## src/rtl/fpil_pkg.sv

```systemverilog
package fpil_pkg;
   typedef enum logic [2:0] {
      OP_INT    = 3'd0,
      OP_FLOAD  = 3'd1,
      OP_FSTORE = 3'd2,
      OP_FMUL   = 3'd3,
      OP_FADD   = 3'd4
   } op_kind_e;

   function automatic bit writes_freg(op_kind_e k);
      return (k == OP_FLOAD) || (k == OP_FMUL) || (k == OP_FADD);
   endfunction

   function automatic bit reads_src_a(op_kind_e k);
      return (k == OP_FSTORE) || (k == OP_FMUL) || (k == OP_FADD);
   endfunction

   function automatic bit reads_src_b(op_kind_e k);
      return (k == OP_FMUL) || (k == OP_FADD);
   endfunction
endpackage

```

## src/rtl/fpil_reg_timer.sv

```systemverilog
module fpil_reg_timer #(
   parameter int CNT_W = 3
) (
   input  logic             clk,
   input  logic             rst_n,
   input  logic             load,
   input  logic [CNT_W-1:0] load_val,
   output logic [CNT_W-1:0] count
);
   always_ff @(posedge clk or negedge rst_n) begin
      if (!rst_n)
         count <= '0;
      else if (load)
         count <= load_val;
      else if (count != '0)
         count <= count - CNT_W'(1);
   end

   // an issuing writer sets the timer to its unit latency
   a_r4_reload: assert property (@(posedge clk) disable iff (!rst_n)
      load |=> count == $past(load_val));

   // the timer keeps falling while no writer issues
   a_r8_countdown: assert property (@(posedge clk) disable iff (!rst_n)
      (!load && count != '0) |=> count == $past(count) - CNT_W'(1));

   a_r8_floor: assert property (@(posedge clk) disable iff (!rst_n)
      (!load && count == '0) |=> count == '0);
endmodule

```

## src/rtl/fpil_src_check.sv

```systemverilog
module fpil_src_check
   import fpil_pkg::*;
#(
   parameter int NUM_FREGS = 32,
   parameter int CNT_W     = 3,
   parameter int REG_W     = 5
) (
   input  op_kind_e         kind,
   input  logic [REG_W-1:0] src_a,
   input  logic [REG_W-1:0] src_b,
   input  logic [CNT_W-1:0] counts [NUM_FREGS],
   output logic             ready
);
   localparam logic [CNT_W-1:0] READY_MAX = CNT_W'(1);

   logic ok_a, ok_b;

   always_comb begin
      ok_a  = !reads_src_a(kind) || (counts[src_a] <= READY_MAX);
      ok_b  = !reads_src_b(kind) || (counts[src_b] <= READY_MAX);
      ready = ok_a && ok_b;
   end
endmodule

```

## src/rtl/fp_issue_interlock.sv

```systemverilog
module fp_issue_interlock
   import fpil_pkg::*;
#(
   parameter int NUM_FREGS    = 32,
   parameter int MUL_EXTRA    = 6,
   parameter int ADD_EXTRA    = 3,
   parameter int LOAD_USE_GAP = 1,
   localparam int REG_W       = $clog2(NUM_FREGS)
) (
   input  logic             clk,
   input  logic             rst_n,
   input  logic             in_valid,
   input  logic [2:0]       in_kind,
   input  logic [REG_W-1:0] in_dst,
   input  logic [REG_W-1:0] in_src_a,
   input  logic [REG_W-1:0] in_src_b,
   output logic             issue,
   output logic             stall
);
   localparam int MUL_LAT  = MUL_EXTRA + 1;
   localparam int ADD_LAT  = ADD_EXTRA + 1;
   localparam int LOAD_LAT = LOAD_USE_GAP + 1;
   localparam int MAX_LAT  = (MUL_LAT > ADD_LAT)
                             ? ((MUL_LAT > LOAD_LAT) ? MUL_LAT : LOAD_LAT)
                             : ((ADD_LAT > LOAD_LAT) ? ADD_LAT : LOAD_LAT);
   localparam int CNT_W    = $clog2(MAX_LAT + 1);

   initial begin
      assert (NUM_FREGS >= 2 && (1 << REG_W) == NUM_FREGS)
         else $error("NUM_FREGS must be a power of two, at least 2");
      assert (MUL_EXTRA >= 1 && ADD_EXTRA >= 1 && LOAD_USE_GAP >= 1)
         else $error("unit latencies must exceed one cycle");
   end

   op_kind_e         kind;
   logic             srcs_ready;
   logic [CNT_W-1:0] wr_latency;
   logic [CNT_W-1:0] timers [NUM_FREGS];

   assign kind = op_kind_e'(in_kind);

   always_comb begin
      unique case (kind)
         OP_FMUL:  wr_latency = CNT_W'(MUL_LAT);
         OP_FADD:  wr_latency = CNT_W'(ADD_LAT);
         OP_FLOAD: wr_latency = CNT_W'(LOAD_LAT);
         default:  wr_latency = '0;
      endcase
   end

   fpil_src_check #(
      .NUM_FREGS (NUM_FREGS),
      .CNT_W     (CNT_W),
      .REG_W     (REG_W)
   ) u_check (
      .kind   (kind),
      .src_a  (in_src_a),
      .src_b  (in_src_b),
      .counts (timers),
      .ready  (srcs_ready)
   );

   assign issue = in_valid && srcs_ready;
   assign stall = in_valid && !srcs_ready;

   for (genvar r = 0; r < NUM_FREGS; r++) begin : g_reg
      logic hit;
      assign hit = issue && writes_freg(kind) && (in_dst == REG_W'(r));

      fpil_reg_timer #(.CNT_W(CNT_W)) u_timer (
         .clk      (clk),
         .rst_n    (rst_n),
         .load     (hit),
         .load_val (wr_latency),
         .count    (timers[r])
      );
   end

   // the two outcomes exclude each other
   a_r2_one_outcome: assert property (@(posedge clk) disable iff (!rst_n)
      $onehot0({issue, stall}));

   // an empty decode slot yields neither outcome
   a_r2_idle_quiet: assert property (@(posedge clk) disable iff (!rst_n)
      !in_valid |-> (!issue && !stall));

   // integer ops and loads read no FP source, so they never wait
   a_r9_no_src_no_wait: assert property (@(posedge clk) disable iff (!rst_n)
      (in_valid && (kind == OP_INT || kind == OP_FLOAD)) |-> issue);

   // an empty slot writes no timer
   a_r11_idle_no_load: assert property (@(posedge clk) disable iff (!rst_n)
      !in_valid |=> (timers[$past(in_dst)] <= $past(timers[in_dst])));
endmodule

```

## config.mk

```make
export PLATFORM = sky130hd
export DESIGN_NAME = fp_issue_interlock
export DESIGN_NICKNAME = d
export VERILOG_FILES = /design/src/rtl/fpil_pkg.sv /design/src/rtl/fpil_reg_timer.sv /design/src/rtl/fpil_src_check.sv /design/src/rtl/fp_issue_interlock.sv
export SDC_FILE = /design/constraint.sdc
export NUM_CORES = 1
export LEC_CHECK = 0
export BUFFER_PORTS_ARGS = -buffer_cell sky130_fd_sc_hd__buf_2
export CAP_MARGIN = 20
export CORE_ASPECT_RATIO = 0.5
export CORE_UTILIZATION = 35
export CTS_CLUSTER_DIAMETER = 50
export DETAILED_ROUTE_END_ITERATION = 6
export PLACE_DENSITY = 0.59
export SLEW_MARGIN = 20
export SYNTH_ARGS = -nofsm -noshare
export SYNTH_HDL_FRONTEND = slang
export SYNTH_SLANG_ARGS = --single-unit
```

## constraint.sdc

```tcl
create_clock -name clk -period 2.7 [get_ports clk]
set_clock_uncertainty 0.15 [all_clocks]
set_input_delay 0.135 -clock clk [delete_from_list [all_inputs] [get_ports clk]]
set_output_delay 0.135 -clock clk [all_outputs]
set_load 0.005 [all_outputs]
```

==> results.txt, run 1 <==
Top reg by flops: g.u_timer.count
Unique masters post-synth: 38
Slew Viols, Final: 0
min-delay worst type: input port to asynchronous set/reset pin
Final Hold Viols: 0
initial core utilization: 0.359
clock network power share: 0.142
peak supply drop: 0.000404 V
Boundary Pins: 23
Clock Tree Buf Depth: 2
RD Place Congestion: 0.872
Net Sw Frac: 0.412
CTS root buf: clkbuf_16
power density over the cells: 1040 nW/um^2
Critical Path RT: 2.41 ns
CTS tree: done
Yosys Warn Count: 0
Critical Setup Path Class: flip-flop to output pin
via count: 5,561
All-Layer GR Usage: 0.168
Relative slew margins: 0.573
Flop pwr share: 0.334
first-pass GRT wire length: 28.9 mm
Yosys reg bits: 96
dominant cells by area after synthesis: dfrtp_1 (32%), mux2i_1 (17%), ha_1 (11%)
Final period util: 0.965
Reg clk slew, reported paths: 0.07 ns
dominant cell type by area after synthesis: dfrtp_1
Largest register FFs: 96
die height: 105 um
Avg Inst Size Synth: 9.90 um^2
placement row count: 37
setup TNS: 0 ns
Comb power frac: 0.524
# port buffers: 22
clock sink count: 96
DRT antenna net count: 0
vias in the first global route: 5,575
Max Cap Viol: 0
crit path cell chain: nor2_2 -> a21oi_1 -> mux4_2 -> mux2i_1 -> o32a_4 -> buf_12 -> and3_1 -> buf_2
Inserted Clock Buffers: 9
Max H-tree Level: 3
Static Leak: 4.18 nW
Via density: 5.12
nets@finish: 893
cell internal pwr: 0.00515 W
sequential area share after synthesis: 0.323
Cells after Synth: 751
Top delay family on crit path: multiplexers
DR DRC count: 0
fmax: 384 MHz
initial antenna violation count: 1
Core ar.: 20,700 um^2
switching pwr: 0.00361 W
Die X: 208 um
DP Area: 8000 um^2
gr ovfl total: 0
post-synth top area share: 0.323
Netlist Area Pre-Place: 7430 um^2
design area: 8470 um^2
PnR Total Power: 0.00877 W
run status: finished, final reports clean
Critical Path Max Stage Delay: 0.46 ns
Setup crit end kind: output pin
CP Launch Type: flip-flop
Synth Net Count: 836
Arrival @ worst endpoint: 2.32 ns
Critical-path top delay cell: mux4_2
DRT Wirelength: 17.6 mm
final setup violating endpoints: 0
number of DRC markers in iteration 0: 385
wire per inst: 16.2 um
Buf/Inv on CP: 2
fin util: 0.409
Worst Tran Pin Value: 0.634 ns
proportion of layout cells with a drive suffix above 1: 0.177
# fillers: 1,980
largest net degree at the start of global routing: 48
clock latency on the worst-skew pair: 0.34 ns
Top Registers: g.u_timer.count (96)
Final HPWL DP: 12.4 mm
Fin Hold WS: 0.142 ns
full die area: 21,900 um^2
Layout area overhead: 13.9%
Final min period: 2.61 ns
Initial DRT Pass Iterations: 5
CP max FO: 4
==> metal layers <==
metal	vias up	GRT usage	part of all wire
met2	92	0.285	0.47
met5	-	0	0
met4	0	0.0291	0.0058
met1	2750	0.226	0.49
met3	9	0.0268	0.037
li1	2710	-	-
==> per-stage QoR <==
| step | setup slack, ns | cells |
|---|---|---|
| 6_report | 0.0940 | 1086 |
| 5_1_grt | -0.00265 | 1085 |
| 4_1_cts | 0.0402 | 1082 |
| 3_5_place_dp | -0.154 | 1055 |
| 3_3_place_gp | -0.154 | 1055 |
| 2_1_floorplan | 0.566 | 751 |
==> Yosys cell counts (all sizes together) <==
library cell  instances
a21oi                30
nor4                 10
and3                  7
inv                  74
nor2                 51
dfrtp                96
ha                   64
o32a                  1
nor3                 48
clkbuf                4
or2                   1
buf                  20
nand3                33
o21ai                36
xnor2                32
nor2b                 3
dlygate4sd1           7
mux4                  4
a31oi                 4
nand2                37
nor3b                 7
a311oi                2
nand4                 2
nand4b                1
nand2b               36
nor4b                10
mux2i               126
a22oi                 1
o2111ai               4
==> timing repair <==
item                                   in CTS  in global routing
pin swaps                                   1                  2
hold buffers                                1                  0
gates cloned                                0                  1
endpoints found under the hold margin      32                  0
setup endpoints to repair                  69                 61
setup buffers                              11                  2
resized for setup                           8                  8
==> path summary, 6_finish.rpt <==
kind | startpoint | end | slack (ns) | cells past startpoint
max in group asynchronous | rst_n | g_reg[28].u_timer.count[2] | 1.59 | 3
worst max-delay path | g_reg[18].u_timer.count[2] | issue | 0.09 | 8
worst max register to register | g_reg[18].u_timer.count[2] | g_reg[5].u_timer.count[1] | 0.13 | 9
min in group clk | in_dst[3] | g_reg[17].u_timer.count[2] | 0.21 | 4
worst min register to register | g_reg[26].u_timer.count[0] | g_reg[26].u_timer.count[0] | 0.43 | 2
worst min-delay path | rst_n | g_reg[5].u_timer.count[0] | 0.14 | 2
==> layout by cell type, fill, tap and decap left out, types with 21 or more instances in the layout <==
| cell type | instances |
|---|---|
| a21oi_1 | 28 |
| xnor2_1 | 32 |
| nand2_1 | 37 |
| mux2i_1 | 124 |
| buf_2 | 21 |
| nand3_4 | 28 |
| o21ai_0 | 34 |
| ha_1 | 64 |
| dfrtp_1 | 95 |
| nor3_1 | 42 |
| inv_1 | 74 |
| buf_4 | 49 |
| nand2b_1 | 36 |
| nor2_1 | 44 |
==> layout make-up <==
class                   count  area [um^2]  share of cell area
diodes                      1         2.50            0.000295
clock inverters             5         42.5             0.00502
multi-input cells         550         4560               0.539
flip-flops and latches     96         2400               0.284
well taps                 273          342              0.0403
inverters                  74          278              0.0328
clock buffers              10          239              0.0282
repair buffers             77          599              0.0708
==> logic make-up (layout without fill, tap and decap cells) <==
logic type / count (synthesis) / after routing / share of synthesized area
adder cells (fa/ha/maj): 64 / 64 / 0.108
other: 0 / 1 / 0
AO/OA/AOI/OAI: 78 / 78 / 0.0613
buffers and inverters: 105 / 166 / 0.0719
multiplexers: 130 / 130 / 0.182
flip-flops: 96 / 96 / 0.323
XOR/XNOR: 32 / 32 / 0.0377
AND/OR/NAND/NOR: 246 / 246 / 0.216
==> worst reg2reg max path, delay by kind of cell, from the launching register on <==
family	cells	cell delay [ns]
AOI/OAI and AO/OA	2	0.34
muxes	3	0.84
and+or+nand+nor	2	0.29
DFF	1	0.42
buffers and inverters	2	0.38
==> power by group through the flow <==
stage / registers (W) / clock network, W / logic, W
2_1_floorplan: 0.00277 / 0 / 0.00345
3_3_place_gp: 0.00289 / 0 / 0.00424
3_5_place_dp: 0.00292 / 0 / 0.00445
4_1_cts: 0.00291 / 0.00127 / 0.00457
5_1_grt: 0.00304 / 0.00134 / 0.00527
6_report: 0.00293 / 0.00125 / 0.00459
(Power assumes the default switching activity.)
==> run 2, diff against run 1 <==
- PLACE_DENSITY: 0.59 -> 0.61
- clock period: 2.7 -> 2.1 ns (I/O delays scaled with it)
==> results.txt, run 2 (synthesized netlist as in run 1, its figures left out) <==
worst reg-to-reg path cell count: 9 (unchanged)
CP Launch Type: flip-flop
Top Registers: g.u_timer.count (96)
design area: 9060 um^2 (+7.0%)
clock network power share: 0.141 (about the same)
proportion of layout cells with a drive suffix above 1: 0.243 (+0.0658)
Final min period: 2.60 ns
Final Hold Viols: 0 (unchanged)
Storage cell area: 2400 um^2 (about the same)
Relative slew margins: 0.304 (-0.269)
fmax: 385 MHz
gr ovfl total: 0 (unchanged)
initial core utilization: 0.359 (unchanged)
Initial DRT Pass Iterations: 5 (unchanged)
commonest non-fill, non-tap cell in the layout: mux2i_1
Flop pwr share: 0.299 (-0.035)
CTS root buf: clkbuf_16
Max Cap Viol: 0 (unchanged)
CTS tree: done
first-pass GRT wire length: 30.3 mm (+4.6%)
violations in the final reports: negative setup slack
placement row count: 37 (unchanged)
Boundary Pins: 23 (unchanged)
DRT antenna net count: 0 (unchanged)
PnR Total Power: 0.0122 W (+39%)
clock sink count: 96 (unchanged)
Via density: 5.01 (-2.2%)
Largest register FFs: 96 (unchanged)
# port buffers: 22 (unchanged)
leading cell types in the layout, fill and taps excluded: mux2i_1 (125), buf_4 (105), dfrtp_1 (96)
Arrival @ worst endpoint: 2.34 ns (+0.02 ns)
Reg clk slew, reported paths: 0.07 ns (about the same)
RD Place Congestion: 0.894 (+2.6%)
All-Layer GR Usage: 0.175 (+0.00746)
die height: 105 um (unchanged)
Core ar.: 20,700 um^2 (unchanged)
Critical Setup Path Class: flip-flop to output pin
fin util: 0.438 (+0.0288)
DRT Wirelength: 17.9 mm (+2.0%)
vias in the first global route: 6,090 (+9.2%)
power density over the cells: 1340 nW/um^2 (+30%)
Static Leak: 4.53 nW (+8.4%)
initial antenna violation count: 1 (unchanged)
setup TNS: -39.63 ns (-39.63 ns)
min-delay worst type: input port to asynchronous set/reset pin
Final period util: 1.24
DP Area: 8520 um^2 (+6.6%)
Comb power frac: 0.560 (+0.036)
footprint of the multi-input gates: 4610 um^2 (+0.93%)
RSZ-0062 raised after global routing: true
Inserted Clock Buffers: 9 (unchanged)
Slew Viols, Final: 0 (unchanged)
full die area: 21,900 um^2 (unchanged)
via count: 5,762 (+3.6%)
CP max FO: 4 (unchanged)
Critical Path RT: 1.85 ns (-0.56 ns)
largest net degree at the start of global routing: 42 (-13%)
Worst Tran Pin Value: 1.04 ns (+0.408 ns)
Clock Tree Buf Depth: 2 (unchanged)
DR DRC count: 0 (unchanged)
peak supply drop: 0.000454 V (+13%)
Fin Hold WS: 0.127 ns (-0.0147 ns)
Final HPWL DP: 13.3 mm (+7.3%)
number of DRC markers in iteration 0: 298 (-23%)
Net Sw Frac: 0.398 (-0.0144)
Die X: 208 um (unchanged)
Setup crit end kind: output pin
final worst setup slack: -0.496 ns (-0.590 ns)
cell internal pwr: 0.00734 W (+42%)
nets@finish: 956 (+7.1%)
run status: finished with violations
Layout area overhead: 21.9%
clock latency on the worst-skew pair: 0.36 ns (+0.02 ns)
wire per inst: 15.6 um (-3.7%)
Max H-tree Level: 3 (unchanged)
final setup violating endpoints: 98 (+98)
# fillers: 1,926 (-2.7%)
switching pwr: 0.00485 W (+34%)
Top reg by flops: g.u_timer.count
-- run 2: cell type report --
cell class | instances | area share
diodes | 1 | 0.000276
clock buffers | 11 | 0.0279
clock inverters | 5 | 0.00607
inverters | 74 | 0.0306
multi-input cells | 550 | 0.508
flip-flops and latches | 96 | 0.265
well taps | 273 | 0.0377
repair buffers | 140 | 0.124
-- run 2: metal layers --
| layer | global-route usage | up-vias | share of wire | routed length [um] |
|---|---|---|---|---|
| li1 | - | 2831 | - | - |
| met3 | 0.0397 | 19 | 0.037 | 664 |
| met1 | 0.224 | 2834 | 0.48 | 8580 |
| met4 | 0.0444 | 0 | 0.013 | 236 |
| met5 | 0 | - | 0 | 0 |
| met2 | 0.298 | 78 | 0.47 | 8440 |
-- run 2: through the flow --
step,cells,setup WS (ns)
2_1_floorplan,751,-0.0341
3_3_place_gp,1120,-0.404
3_5_place_dp,1120,-0.406
4_1_cts,1150,-0.498
5_1_grt,1149,-0.599
6_report,1150,-0.496
-- run 2: power groups by stage --
| stage | combinational, W | clock [W] | sequential, W |
|---|---|---|---|
| floorplan | 0.00443 | 0 | 0.00357 |
| global placement | 0.00625 | 0 | 0.00360 |
| detailed placement | 0.00661 | 0 | 0.00364 |
| CTS | 0.00689 | 0.00176 | 0.00363 |
| global route | 0.00779 | 0.00185 | 0.00377 |
| finish | 0.00683 | 0.00172 | 0.00364 |
-- run 2: path summary, 6_finish.rpt --
check                                              to                        from  slack [ns]
max                                             issue  g_reg[28].u_timer.count[1]       -0.50
min reg2reg                g_reg[15].u_timer.count[0]  g_reg[15].u_timer.count[0]        0.43
min in group clk           g_reg[17].u_timer.count[0]                   in_dst[3]        0.22
max in group asynchronous  g_reg[31].u_timer.count[1]                       rst_n        1.05
max reg2reg                g_reg[13].u_timer.count[2]  g_reg[28].u_timer.count[1]       -0.45
min                         g_reg[0].u_timer.count[2]                       rst_n        0.13
-- run 2: critical path: stages, from the launching register on --
cell,delay (ns)
dfrtp_1,0.40
nor3_2,0.21
a21oi_2,0.08
mux4_2,0.50
mux2i_2,0.21
o32a_4,0.23
buf_12,0.10
and3_1,0.15
buf_2,0.11
-- run 2: timing repair --
item,4_1_cts,5_1_grt
hold endpoints to repair,38,0
endpoints found under the setup margin,98,98
pin swaps,9,2
gates resized for setup,31,4
buffers inserted,13,0
hold buffers,1,0
==> run 3, diff against run 2 <==
--- a/config.mk
+++ b/config.mk
@@ -12,5 +12,5 @@
 export CTS_CLUSTER_DIAMETER = 50
 export DETAILED_ROUTE_END_ITERATION = 6
-export PLACE_DENSITY = 0.61
+export PLACE_DENSITY = 0.55
 export SLEW_MARGIN = 20
 export SYNTH_ARGS = -nofsm -noshare
==> constraint.sdc (replaced) <==
create_clock -name clk -period 2.1 [get_ports clk]
set_clock_uncertainty 0.15 [all_clocks]
set_input_delay 0.21 -clock clk [delete_from_list [all_inputs] [get_ports clk]]
set_output_delay 0.21 -clock clk [all_outputs]
set_load 0.005 [all_outputs]
==> results.txt, run 3 (synthesized netlist as in run 1, its figures left out) <==
Die X: 208 um (unchanged)
Final Hold Viols: 0 (unchanged)
leading cell types in the layout, fill and taps excluded: mux2i_1 (124), buf_4 (104), dfrtp_1 (95)
CTS root buf: clkbuf_16
Crit Reg-Reg Startpoint: g_reg[21].u_timer.count[1]
DRT antenna net count: 0 (unchanged)
Net Sw Frac: 0.401 (+0.00352)
final worst setup slack: -0.630 ns (-0.133 ns)
peak supply drop: 0.000456 V (+0.47%)
gr ovfl total: 0 (unchanged)
# port buffers: 22 (unchanged)
DRT Wirelength: 18.0 mm (+0.60%)
Arrival @ worst endpoint: 2.37 ns (+0.03 ns)
cell internal pwr: 0.00717 W (-2.3%)
number of DRC markers in iteration 0: 344 (+15%)
Top Registers: g.u_timer.count (96)
first-pass GRT wire length: 30.0 mm (-0.87%)
Comb power frac: 0.564 (+0.004)
initial core utilization: 0.359 (unchanged)
nets@finish: 961 (+0.52%)
Boundary Pins: 23 (unchanged)
Max H-tree Level: 3 (unchanged)
Slew Viols, Final: 0 (unchanged)
clock network power share: 0.132 (-0.009)
Final HPWL DP: 13.4 mm (+0.43%)
CTS tree: done
clock latency on the worst-skew pair: 0.35 ns (about the same)
r2r setup slk: -0.57 ns (-0.12 ns)
Flop pwr share: 0.305 (+0.006)
Largest register FFs: 96 (unchanged)
CP max FO: 4 (unchanged)
Clock Tree Buf Depth: 2 (unchanged)
Final min period: 2.73 ns (+0.133 ns)
placement row count: 37 (unchanged)
setup TNS: -45.21 ns (-5.58 ns)
commonest non-fill, non-tap cell in the layout: mux2i_1
Critical Path RT: 1.74 ns (-0.11 ns)
Top reg by flops: g.u_timer.count
Initial DRT Pass Iterations: 5 (unchanged)
PnR Total Power: 0.0120 W (-1.7%)
Max Cap Viol: 0 (unchanged)
initial antenna violation count: 1 (unchanged)
non-filler cells, final: 1,155 (+0.43%)
min-delay worst type: input port to asynchronous set/reset pin
power density over the cells: 1310 nW/um^2 (-2.7%)
die height: 105 um (unchanged)
pre-CTS setup slack: -0.585 ns (-0.180 ns)
# fillers: 1,963 (+1.9%)
Relative slew margins: 0.360 (+0.0560)
final setup violating endpoints: 98 (unchanged)
RD Place Congestion: 0.847 (-5.2%)
Reg clk slew, reported paths: 0.07 ns (about the same)
via count: 5,711 (-0.89%)
violations in the final reports: negative setup slack
clock sink count: 96 (unchanged)
fmax: 366 MHz (-4.9%)
full die area: 21,900 um^2 (unchanged)
All-Layer GR Usage: 0.174 (-0.00119)
Core ar.: 20,700 um^2 (unchanged)
run status: finished with violations
worst r2r dst: g_reg[11].u_timer.count[0]
largest net degree at the start of global routing: 52 (+24%)
DR DRC count: 0 (unchanged)
Worst Tran Pin Value: 0.958 ns (-0.0839 ns)
vias in the first global route: 5,835 (-4.2%)
Setup crit end kind: output pin
post-placement cell count: 1,130 (+0.89%)
wire per inst: 15.6 um (+0.16%)
Critical Setup Path Class: flip-flop to output pin
Final period util: 1.30 (+0.0635)
Static Leak: 4.57 nW (+0.92%)
worst reg-to-reg path cell count: 11 (+2)
fin util: 0.443 (+0.00447)
Layout area overhead: 23.2%
proportion of layout cells with a drive suffix above 1: 0.251 (+0.00770)
RSZ-0062 raised after global routing: true
CP Launch Type: flip-flop
Via density: 4.94 (-1.3%)
Inserted Clock Buffers: 9 (unchanged)
switching pwr: 0.00481 W (-0.87%)
==> run 3: cell count changes in the layout (fill, tap and decap cells not counted), sizes merged <==
cell / before / now
buf: 139 / 144
clkinvlp: 2 / 1
clkbuf: 11 / 10
bufinv: 1 / 0
inv: 74 / 75
clkinv: 2 / 4
==> run 3: what timing repair did <==
| action | in CTS | in global routing |
|---|---|---|
| buffers inserted | 7 | 3 |
| gates cloned | 1 | 0 |
| hold buffers | 1 | 0 |
| pin swaps | 14 | 7 |
| endpoints found under the hold margin | 27 | 0 |
| gates resized for setup | 27 | 17 |
| setup endpoints to repair | 98 | 98 |
==> run 3: through the flow <==
stage	area (um^2)	hold slack (ns)
floorplan	7430	-0.236
CTS	9120	0.189
finish	9160	0.189
global route	9160	0.224
detailed placement	8650	0.0312
global placement	8650	0.0250
==> run 3: critical path: stages, from the launching register on <==
cell     delay [ns]
dfrtp_1        0.43
nor3_2         0.19
a21oi_1        0.06
mux4_2         0.51
mux2i_2        0.21
o32a_4         0.23
buf_12         0.11
and3_4         0.18
buf_6          0.09
==> run 3: layout make-up <==
cell class / instances / area, um^2 / area share
Multi-Input combinational cell: 550 / 4610 / 0.503
Clock buffer: 10 / 229 / 0.0250
Sequential cell: 96 / 2400 / 0.262
Inverter: 74 / 278 / 0.0303
Tap cell: 273 / 342 / 0.0373
Clock inverter: 6 / 43.8 / 0.00478
Timing Repair Buffer: 145 / 1250 / 0.137
Antenna cell: 1 / 2.50 / 0.000273
==> run 3: power groups by stage <==
stage	Combinational [W]	Sequential, W	Clock (W)
floorplan	0.00443	0.00357	0
global placement	0.00631	0.00361	0
detailed placement	0.00661	0.00361	0
CTS	0.00683	0.00362	0.00162
global route	0.00771	0.00378	0.00169
finish	0.00675	0.00365	0.00158
==> run 3: worst max path at each step <==
| stage | from | endpoint | slack (ns) | cells after the start |
|---|---|---|---|---|
| after floorplan | g_reg[17].u_timer.count[1] | issue | -0.05 | 7 |
| after global placement | in_src_a[1] | issue | -0.56 | 10 |
| after detailed placement | in_src_a[1] | g_reg[31].u_timer.count[0] | -0.59 | 11 |
| after CTS | g_reg[16].u_timer.count[2] | issue | -0.64 | 8 |
| after global routing | g_reg[21].u_timer.count[1] | issue | -0.76 | 8 |
| final | g_reg[21].u_timer.count[1] | issue | -0.63 | 8 |
==> run 3: layer usage <==
| layer | vias up | GRT usage | share of wire |
|---|---|---|---|
| met1 | 2775 | 0.235 | 0.48 |
| li1 | 2847 | - | - |
| met4 | 0 | 0.0360 | 0.0081 |
| met5 | - | 0 | 0 |
| met2 | 76 | 0.294 | 0.48 |
| met3 | 13 | 0.0274 | 0.030 |
